**config.mk**
```make
export PLATFORM = sky130hd
export DESIGN_NAME = gain_word_loader
export DESIGN_NICKNAME = d
export VERILOG_FILES = /design/src/rtl/sgl_pkg.sv /design/src/rtl/sgl_sync.sv /design/src/rtl/sgl_edge.sv /design/src/rtl/sgl_shift.sv /design/src/rtl/sgl_commit.sv /design/src/rtl/gain_word_loader.sv
export SDC_FILE = /design/constraint.sdc
export NUM_CORES = 1
export LEC_CHECK = 0
export ABC_AREA = 1
export ABC_CLOCK_PERIOD_IN_PS = 1700
export BUFFER_PORTS_ARGS = -buffer_cell sky130_fd_sc_hd__clkbuf_2
export CAP_MARGIN = 20
export CORE_MARGIN = 4
export CORE_UTILIZATION = 50
export DETAILED_ROUTE_END_ITERATION = 16
export MAX_ROUTING_LAYER = met4
export PLACE_DENSITY = 0.71
export SLEW_MARGIN = 5
export SYNTH_ARGS = -nofsm -noshare
export SYNTH_HDL_FRONTEND = slang
export SYNTH_SLANG_ARGS = --single-unit
```
**constraint.sdc**
```tcl
create_clock -name clk -period 1.7 [get_ports clk]
set_clock_uncertainty 0.05 [all_clocks]
set_input_delay 0.17 -clock clk [delete_from_list [all_inputs] [get_ports clk]]
set_output_delay 0.17 -clock clk [all_outputs]
set_load 0.02 [all_outputs]
```
**src/rtl/sgl_pkg.sv**
```systemverilog
package sgl_pkg;
  parameter int unsigned GAIN_W = 8;
  parameter int unsigned SYNC_STAGES = 2;
  typedef logic [GAIN_W-1:0] gain_t;
  // bit positions inside the synchronized control bundle
  localparam int unsigned B_SLEEPN = 0;
  localparam int unsigned B_PWR    = 1;
  localparam int unsigned B_SDATA  = 2;
  localparam int unsigned B_SCLK   = 3;
  localparam int unsigned B_LOADN  = 4;
  localparam int unsigned CTRL_W   = 5;
endpackage

```
**src/rtl/sgl_sync.sv**
```systemverilog
module sgl_sync #(
  parameter int unsigned W = 1,
  parameter int unsigned STAGES = 2,
  parameter logic [W-1:0] RST_VAL = '0
) (
  input  logic         clk,
  input  logic         rst_n,
  input  logic [W-1:0] d,
  output logic [W-1:0] q
);
  logic [STAGES-1:0][W-1:0] stg;

  always_ff @(posedge clk or negedge rst_n) begin
    if (!rst_n) stg <= {STAGES{RST_VAL}};
    else        stg <= {stg[STAGES-2:0], d};
  end

  assign q = stg[STAGES-1];
endmodule

```
**src/rtl/sgl_edge.sv**
```systemverilog
module sgl_edge #(
  parameter int unsigned W = 1,
  parameter logic [W-1:0] RST_VAL = '0
) (
  input  logic         clk,
  input  logic         rst_n,
  input  logic [W-1:0] level,
  output logic [W-1:0] rise,
  output logic [W-1:0] fall
);
  logic [W-1:0] prev;

  always_ff @(posedge clk or negedge rst_n) begin
    if (!rst_n) prev <= RST_VAL;
    else        prev <= level;
  end

  assign rise = level & ~prev;
  assign fall = ~level & prev;
endmodule

```
**src/rtl/sgl_shift.sv**
```systemverilog
module sgl_shift #(
  parameter int unsigned W = 8
) (
  input  logic         clk,
  input  logic         rst_n,
  input  logic         open_i,
  input  logic         sample_i,
  input  logic         advance_i,
  input  logic         din_i,
  output logic [W-1:0] word_o
);
  logic master;

  // master stage: captures data on a serial-clock rise
  always_ff @(posedge clk or negedge rst_n) begin
    if (!rst_n)                  master <= 1'b0;
    else if (open_i && sample_i) master <= din_i;
  end

  // slave stage: advances on a serial-clock fall
  always_ff @(posedge clk or negedge rst_n) begin
    if (!rst_n)                   word_o <= '0;
    else if (open_i && advance_i) word_o <= {word_o[W-2:0], master};
  end
endmodule

```
**src/rtl/sgl_commit.sv**
```systemverilog
module sgl_commit #(
  parameter int unsigned W = 8
) (
  input  logic         clk,
  input  logic         rst_n,
  input  logic         commit_i,
  input  logic         reopen_i,
  input  logic [W-1:0] word_i,
  output logic [W-1:0] gain_o,
  output logic         open_o
);
  always_ff @(posedge clk or negedge rst_n) begin
    if (!rst_n)        gain_o <= '0;
    else if (commit_i) gain_o <= word_i;
  end

  // loading window: opened by an enable fall, closed by a rise
  always_ff @(posedge clk or negedge rst_n) begin
    if (!rst_n)        open_o <= 1'b0;
    else if (reopen_i) open_o <= 1'b1;
    else if (commit_i) open_o <= 1'b0;
  end
endmodule

```
**src/rtl/gain_word_loader.sv**
```systemverilog
module gain_word_loader
  import sgl_pkg::*;
(
  input  logic        clk,
  input  logic        rst_n,
  input  logic        load_n_i,
  input  logic        sdata_i,
  input  logic        sclk_i,
  input  logic        pwr_on_i,
  input  logic        sleep_n_i,
  output logic [7:0]  gain_o,
  output logic        active_o,
  output logic        low_power_o
);
  localparam logic [CTRL_W-1:0] CTRL_RST = CTRL_W'(1 << B_LOADN) | CTRL_W'(1 << B_SLEEPN);

  logic [CTRL_W-1:0] ctrl_raw, ctrl_s;
  logic [1:0]        lvl, rise, fall;
  logic              open_w;
  gain_t             word_w;
  gain_t             gain_w;

  assign ctrl_raw[B_LOADN]  = load_n_i;
  assign ctrl_raw[B_SCLK]   = sclk_i;
  assign ctrl_raw[B_SDATA]  = sdata_i;
  assign ctrl_raw[B_PWR]    = pwr_on_i;
  assign ctrl_raw[B_SLEEPN] = sleep_n_i;

  sgl_sync #(.W(CTRL_W), .STAGES(SYNC_STAGES), .RST_VAL(CTRL_RST)) u_sync (
    .clk(clk), .rst_n(rst_n), .d(ctrl_raw), .q(ctrl_s)
  );

  // lvl[1] = load enable, lvl[0] = serial clock
  assign lvl = {ctrl_s[B_LOADN], ctrl_s[B_SCLK]};

  sgl_edge #(.W(2), .RST_VAL(2'b10)) u_edge (
    .clk(clk), .rst_n(rst_n), .level(lvl), .rise(rise), .fall(fall)
  );

  sgl_shift #(.W(GAIN_W)) u_shift (
    .clk(clk), .rst_n(rst_n), .open_i(open_w), .sample_i(rise[0]),
    .advance_i(fall[0]), .din_i(ctrl_s[B_SDATA]), .word_o(word_w)
  );

  sgl_commit #(.W(GAIN_W)) u_commit (
    .clk(clk), .rst_n(rst_n), .commit_i(rise[1]), .reopen_i(fall[1]),
    .word_i(word_w), .gain_o(gain_w), .open_o(open_w)
  );

  assign gain_o = gain_w;

  always_ff @(posedge clk or negedge rst_n) begin
    if (!rst_n) begin
      active_o    <= 1'b0;
      low_power_o <= 1'b0;
    end else begin
      active_o    <= ctrl_s[B_PWR] & ctrl_s[B_SLEEPN];
      low_power_o <= ~ctrl_s[B_SLEEPN];
    end
  end
endmodule

```
==> metrics.cfg, run 1 <==
[run_status]
status = complete, no violations

[yosys]
syn_area_sq_um = 1140
synth_seq_cells = 32
syn_nets = 109
ys_warn_count = 0
syn_inst = 100
ys_types = 12
syn-mean-instance-area_sq_um = 11.4
netlist_top_cells_area = dfrtp_1, dfstp_2, nand2_1
yosys.area.top_type = dfrtp_1
synth_top_area_share_pct = 59.1
ys_seq_area_share_pct = 70.6

[cells_and_area]
num_antenna_cells = 0
area_growth_pct = 18.2
multi_input_area_sq_um = 254
fillerInstances = 194
final_cells = 155
postLayoutCellArea_sq_um = 1350
seq_area_sq_um = 807
final_common_cell = nand2_1
fin_nets = 135
final_cell_mix = nand2_1, dfrtp_1, clkbuf_2
drive_gt1_share_pct = 22.8

[floorplan]
placementRows = 17
die_h_um = 55.8
core-area_sq_um = 2190
dieArea_sq_um = 3120
ios = 17
die_x_um = 55.8
initial_core_util_pct = 52.2

[cts]
cts_tree = done
cts_buffer_depth = 2
h-tree-depth = 2
insertion_delay_ns = 0.33
post_cts_resized = 0
root_buffer = clkbuf_4
cts_buffers = 5
cts_sinks = 32
clk_pin_slew_worst_paths_ns = 0.09

[routing]
wire_per_inst_um = 11.3
drc = 0
wirelength_um = 1750
avgViaCountPerCell = 4.85
dr.pass1.iters = 3
drtIter0Drc = 11
vias = 752
final_antenna_net_count = 0

[critical_path]
r2r-start = u_sync.q[4]$_DFF_PN1_
criticalPathCategory = flop to flop
start_kind = flop
cp-startpoint = u_sync.q[4]$_DFF_PN1_
r2r-end = u_commit.gain_o[7]$_DFFE_PN0P_
reg2reg_slack_ns = 0.36
cp.required_ns = 1.85
crit_path_end_kind = flop
cp_max_fo = 16
rr_worst_depth = 2
arrival_ns = 1.49
critPathCapture = u_commit.gain_o[7]$_DFFE_PN0P_

[grt]
grt_pass1_wl_um = 3180
grt_pass1_vias = 712
grt.overflow.total = 0
antenna_found_initial = 0
track_usage_pct = 14.1
grt_max_degree = 33

[sta]
tns_ns = 0
rsz0062_at_grt = false
slew_viol_final = 0
fin_ws_ns = 0.364
hold_viol = 0
holdWs_ns = 0.307
relSlewSlack_pct = 50.6
fin_crit_sh_pct = 78.6
tightest_slew_ns = 0.741
finalSetupViolations = 0
fmax_mhz = 749
final.min_clock_period_ns = 1.34

[power]
p_sw_uw = 415
pwr_density_cell_nw_per_um2 = 1130
p_int_uw = 1120
swShare_pct = 27.0
seqPwrFrac_pct = 59.6
peakVddDrop_mv = 0.769
power_leakage_uw = 0.000689
p_comb_share_pct = 11.5
clkPwrFrac_pct = 28.9

[place]
place_congestion = 0.765
io_buffers = 16
dpl_cell_area_sq_um = 1230
dpl.hpwl_um = 1140
dp_slack_ns = 0.336
placed_cells = 141

[job]
maxCapViolCount = 0

[min_path]
holdCritPathClass = flop to flop
hold_start = u_sync.stg[1]$_DFF_PN0_

-- area by class of cell --
cell class | instances | area share (%)
multi-input combinational | 50 | 18.8
clock buffer | 8 | 4.35
timing repair buffer | 22 | 10.4
inverter | 15 | 4.17
tap | 28 | 2.59
sequential | 32 | 59.7
-- power by group through the flow --
| stage | clock network [uW] | logic [uW] | registers, uW |
|---|---|---|---|
| after floorplan | 0 | 82.3 | 944 |
| after global placement | 0 | 162 | 925 |
| after detailed placement | 0 | 169 | 929 |
| after CTS | 465 | 180 | 914 |
| after global routing | 499 | 200 | 927 |
| final | 444 | 176 | 914 |
-- worst min-delay path by stage --
stage | end | cells after the start | slack (ns)
after CTS | u_sync.q[0]$_DFF_PN1_ | 0 | 0.31
after global routing | u_sync.q[0]$_DFF_PN1_ | 0 | 0.32
after global placement | u_commit.gain_o[3]$_DFFE_PN0P_ | 1 | 0.21
after floorplan | active_o$_DFF_PN0_ | 0 | -0.18
final | u_sync.q[1]$_DFF_PN0_ | 0 | 0.31
after detailed placement | u_sync.stg[0]$_DFF_PN1_ | 1 | 0.21
-- cells by family after synthesis --
family,share of synthesized area [%]
compound gates,3.94
flops,70.6
buf+inv,7.22
fa+ha+maj,2.19
simple gates,16.1
-- stage by stage --
step | utilization (%) | total power, uW
detailed placement | 56.3 | 1100
global placement | 56.3 | 1090
floorplan | - | 1030
global route | 61.7 | 1630
CTS | 61.7 | 1560
finish | 61.7 | 1530
-- registers in the layout (all words and copies together) (netlist names) --
signal	cells
low_power_o	1
active_o	1
u_shift.word_o	8
u_commit.gain_o	8
u_commit.open_o	1
u_shift.master	1
u_sync.stg	5
u_edge.prev	2
u_sync.q	5
-- worst max-delay path, cell delays in order, from the launching register on --
cell     delay, ns
dfstp_2       0.55
ha_1          0.44
o21ai_0       0.17
-- synthesized netlist by cell type --
cell type / n
nand2_1: 28
nand3_4: 1
buf_4: 2
inv_2: 1
dfrtp_1: 27
buf_6: 1
ha_1: 2
o21ai_0: 9
nand4_1: 9
inv_1: 14
nand3_1: 1
dfstp_2: 5
-- metal layers --
metal / vias up / track usage [%] / share of wire (%)
li1: 369 / - / -
met1: 360 / 16.8 / 45
met2: 19 / 19.6 / 46
met3: 4 / 6.96 / 6.9
met4: 0 / 7.12 / 1.9
met5: - / - / 0
-- timing repair --
| item | CTS | global route |
|---|---|---|
| hold buffers | 6 | 0 |
| setup buffers | 0 | 0 |
| endpoints found under the hold margin | 32 | 0 |
Power figures use the tool's default switching activity.
==> run 2: changes to the inputs <==
Settings changed: ABC_AREA 1 to 0, ABC_CLOCK_PERIOD_IN_PS 1700 to 1200, CORE_UTILIZATION 50 to 48, PLACE_DENSITY 0.71 to 0.72.
Clock period 1.7 ns to 1.2 ns, I/O delays scaled along.
==> metrics.cfg, run 2 <==
[place]
placed_cells = 102
dpl.hpwl_um = 1060
io_buffers = 16
place_congestion = 0.685

[sta]
finalSetupViolations = 9
slew_viol_final = 0
tightest_slew_ns = 0.429
final.min_clock_period_ns = 1.32
fin_crit_sh_pct = 110
hold_viol = 0
fmax_mhz = 757
relSlewSlack_pct = 71.4
rsz0062_at_grt = true
fin_ws_ns = -0.122

[floorplan]
dieArea_sq_um = 3080
die_h_um = 55.5
initial_core_util_pct = 52.6
core-area_sq_um = 2060
placementRows = 16
die_x_um = 55.5
ios = 17

[grt]
grt_pass1_vias = 583
antenna_found_initial = 0
track_usage_pct = 13.1
grt_max_degree = 18
grt_pass1_wl_um = 2840
grt.overflow.total = 0

[cells_and_area]
drive_gt1_share_pct = 58.4
reg_top3 = u_commit.gain_o (8), u_shift.word_o (8)
area_growth_pct = 28.1
final_cells = 116
fillerInstances = 149
final_common_cell = dfrtp_1
final_util_pct = 67.4
num_antenna_cells = 0
multi_input_area_sq_um = 305
final_cell_mix = dfrtp_1, clkbuf_2, mux2_2
fin_nets = 98
seq_area_sq_um = 807

[routing]
wire_per_inst_um = 13.4
avgViaCountPerCell = 4.67
drc = 0
final_antenna_net_count = 0
vias = 542
dr.pass1.iters = 2
wirelength_um = 1560
drtIter0Drc = 2

[yosys]
synth-edff-count = 0
syn-mean-instance-area_sq_um = 18.4
async_reset_ff_share_pct = 100
yosys.area.top_type = dfrtp_1
synth_most_common_cell = dfrtp_1
syn_nets = 68
syn_area_sq_um = 1080
synth_seq_cells = 32
synth_ff_type = dfrtp_1
syn_inst = 59
ys_warn_count = 0
synth_top_area_share_pct = 62.3
ys_types = 9
synth_commonest_cells = dfrtp_1, mux2_2, dfstp_2
netlist_top_cells_area = dfrtp_1, mux2_2, dfstp_2
ys_seq_area_share_pct = 74.4

[critical_path]
arrival_ns = 1.48
cp_max_fo = 3
crit_path_end_kind = flop
criticalPathCategory = flop to flop
cp.required_ns = 1.36
rr_worst_depth = 3
start_kind = flop

[cts]
clk_pin_slew_worst_paths_ns = 0.09
cts_tree = done
cts_buffer_depth = 2
root_buffer = clkbuf_4
cts_buffers = 5
h-tree-depth = 2
insertion_delay_ns = 0.31
cts_sinks = 32

[run_status]
violations = negative setup slack
status = finished, violations left

[min_path]
holdCritPathClass = input port to async pin

[power]
pwr_density_cell_nw_per_um2 = 1740
power.total_uw = 2420
power_leakage_uw = 0.000705
peakVddDrop_mv = 1.10

[job]
maxCapViolCount = 0

## run 2: changes by cell type after synthesis, sizes merged
cell	change
inv	-12
nand4	-9
buf	-2
nand3	-2
nand3b	+2
nand2	-28
mux2	+18
o21ai	-9
and2	+1
## run 2: worst paths after layout
| kind | startpoint | to | slack [ns] |
|---|---|---|---|
| worst max-delay path | u_sync.q[4]$_DFF_PN1_ | u_commit.open_o$_DFFE_PN0P_ | -0.12 |
| worst min-delay path | rst_n | u_edge.prev[0]$_DFF_PN0_ | 0.22 |
| worst max register to register | u_sync.q[4]$_DFF_PN1_ | u_commit.open_o$_DFFE_PN0P_ | -0.12 |
| worst min register to register | u_sync.stg[1]$_DFF_PN0_ | u_sync.q[1]$_DFF_PN0_ | 0.30 |
| max in group asynchronous | rst_n | u_shift.master$_DFFE_PN0P_ | 0.45 |
| min in group clk | u_sync.stg[1]$_DFF_PN0_ | u_sync.q[1]$_DFF_PN0_ | 0.30 |
## run 2: critical path, cell delays in order (launching register included)
cell	delay [ns]
dfstp_2	0.58
inv_2	0.05
ha_4	0.25
mux2_4	0.28
## run 2: metal layers
metal	up-vias	track usage [%]	share of wire (%)
li1	258	-	-
met1	266	15.5	45
met2	14	17.7	47
met3	4	6.99	6.6
met4	0	7.29	2.0
met5	-	-	0
## run 2: final cells by class
class | instances | share of cell area, %
clock buffer | 7 | 4.68
inverter | 3 | 0.810
multi-input combinational | 23 | 22.0
sequential | 32 | 58.1
tap | 27 | 2.43
timing repair buffer | 24 | 12.1
## run 2: cells by family (layout without fill, tap and decap cells)
| family | after synthesis | count (layout) | synth area share, % |
|---|---|---|---|
| adder cells (fa/ha/maj) | 2 | 2 | 2.31 |
| buffers and inverters | 4 | 34 | 1.50 |
| flip-flops | 32 | 32 | 74.4 |
| multiplexers | 18 | 18 | 18.7 |
| AND/OR/NAND/NOR | 3 | 3 | 3.11 |
## run 2: per-stage QoR
stage	instance area (sq um)	hold slack (ns)	setup WS [ns]	setup TNS, ns
CTS	1370	0.216	-0.128	-0.877
detailed placement	1220	0.0242	-0.277	-2.24
finish	1390	0.221	-0.122	-0.839
global placement	1220	0.0230	-0.252	-2.05
floorplan	1090	-0.226	-0.0909	-0.749
global route	1390	0.237	-0.156	-1.22
## run 2: repair_timing
action	CTS	global route
buffers inserted	0	1
endpoints found under the hold margin	21	0
pin swaps	2	0
hold buffers	6	0
gates resized for setup	4	4
setup endpoints to repair	9	9
## run 2: power breakdown
| part | switching [uW] | total [uW] | leakage, uW | internal [uW] |
|---|---|---|---|---|
| clock network | 318 | 650 | 0.0000374 | 332 |
| registers | 102 | 1360 | 0.000400 | 1250 |
| logic | 189 | 414 | 0.000268 | 224 |
| total | 610 | 2420 | 0.000705 | 1810 |
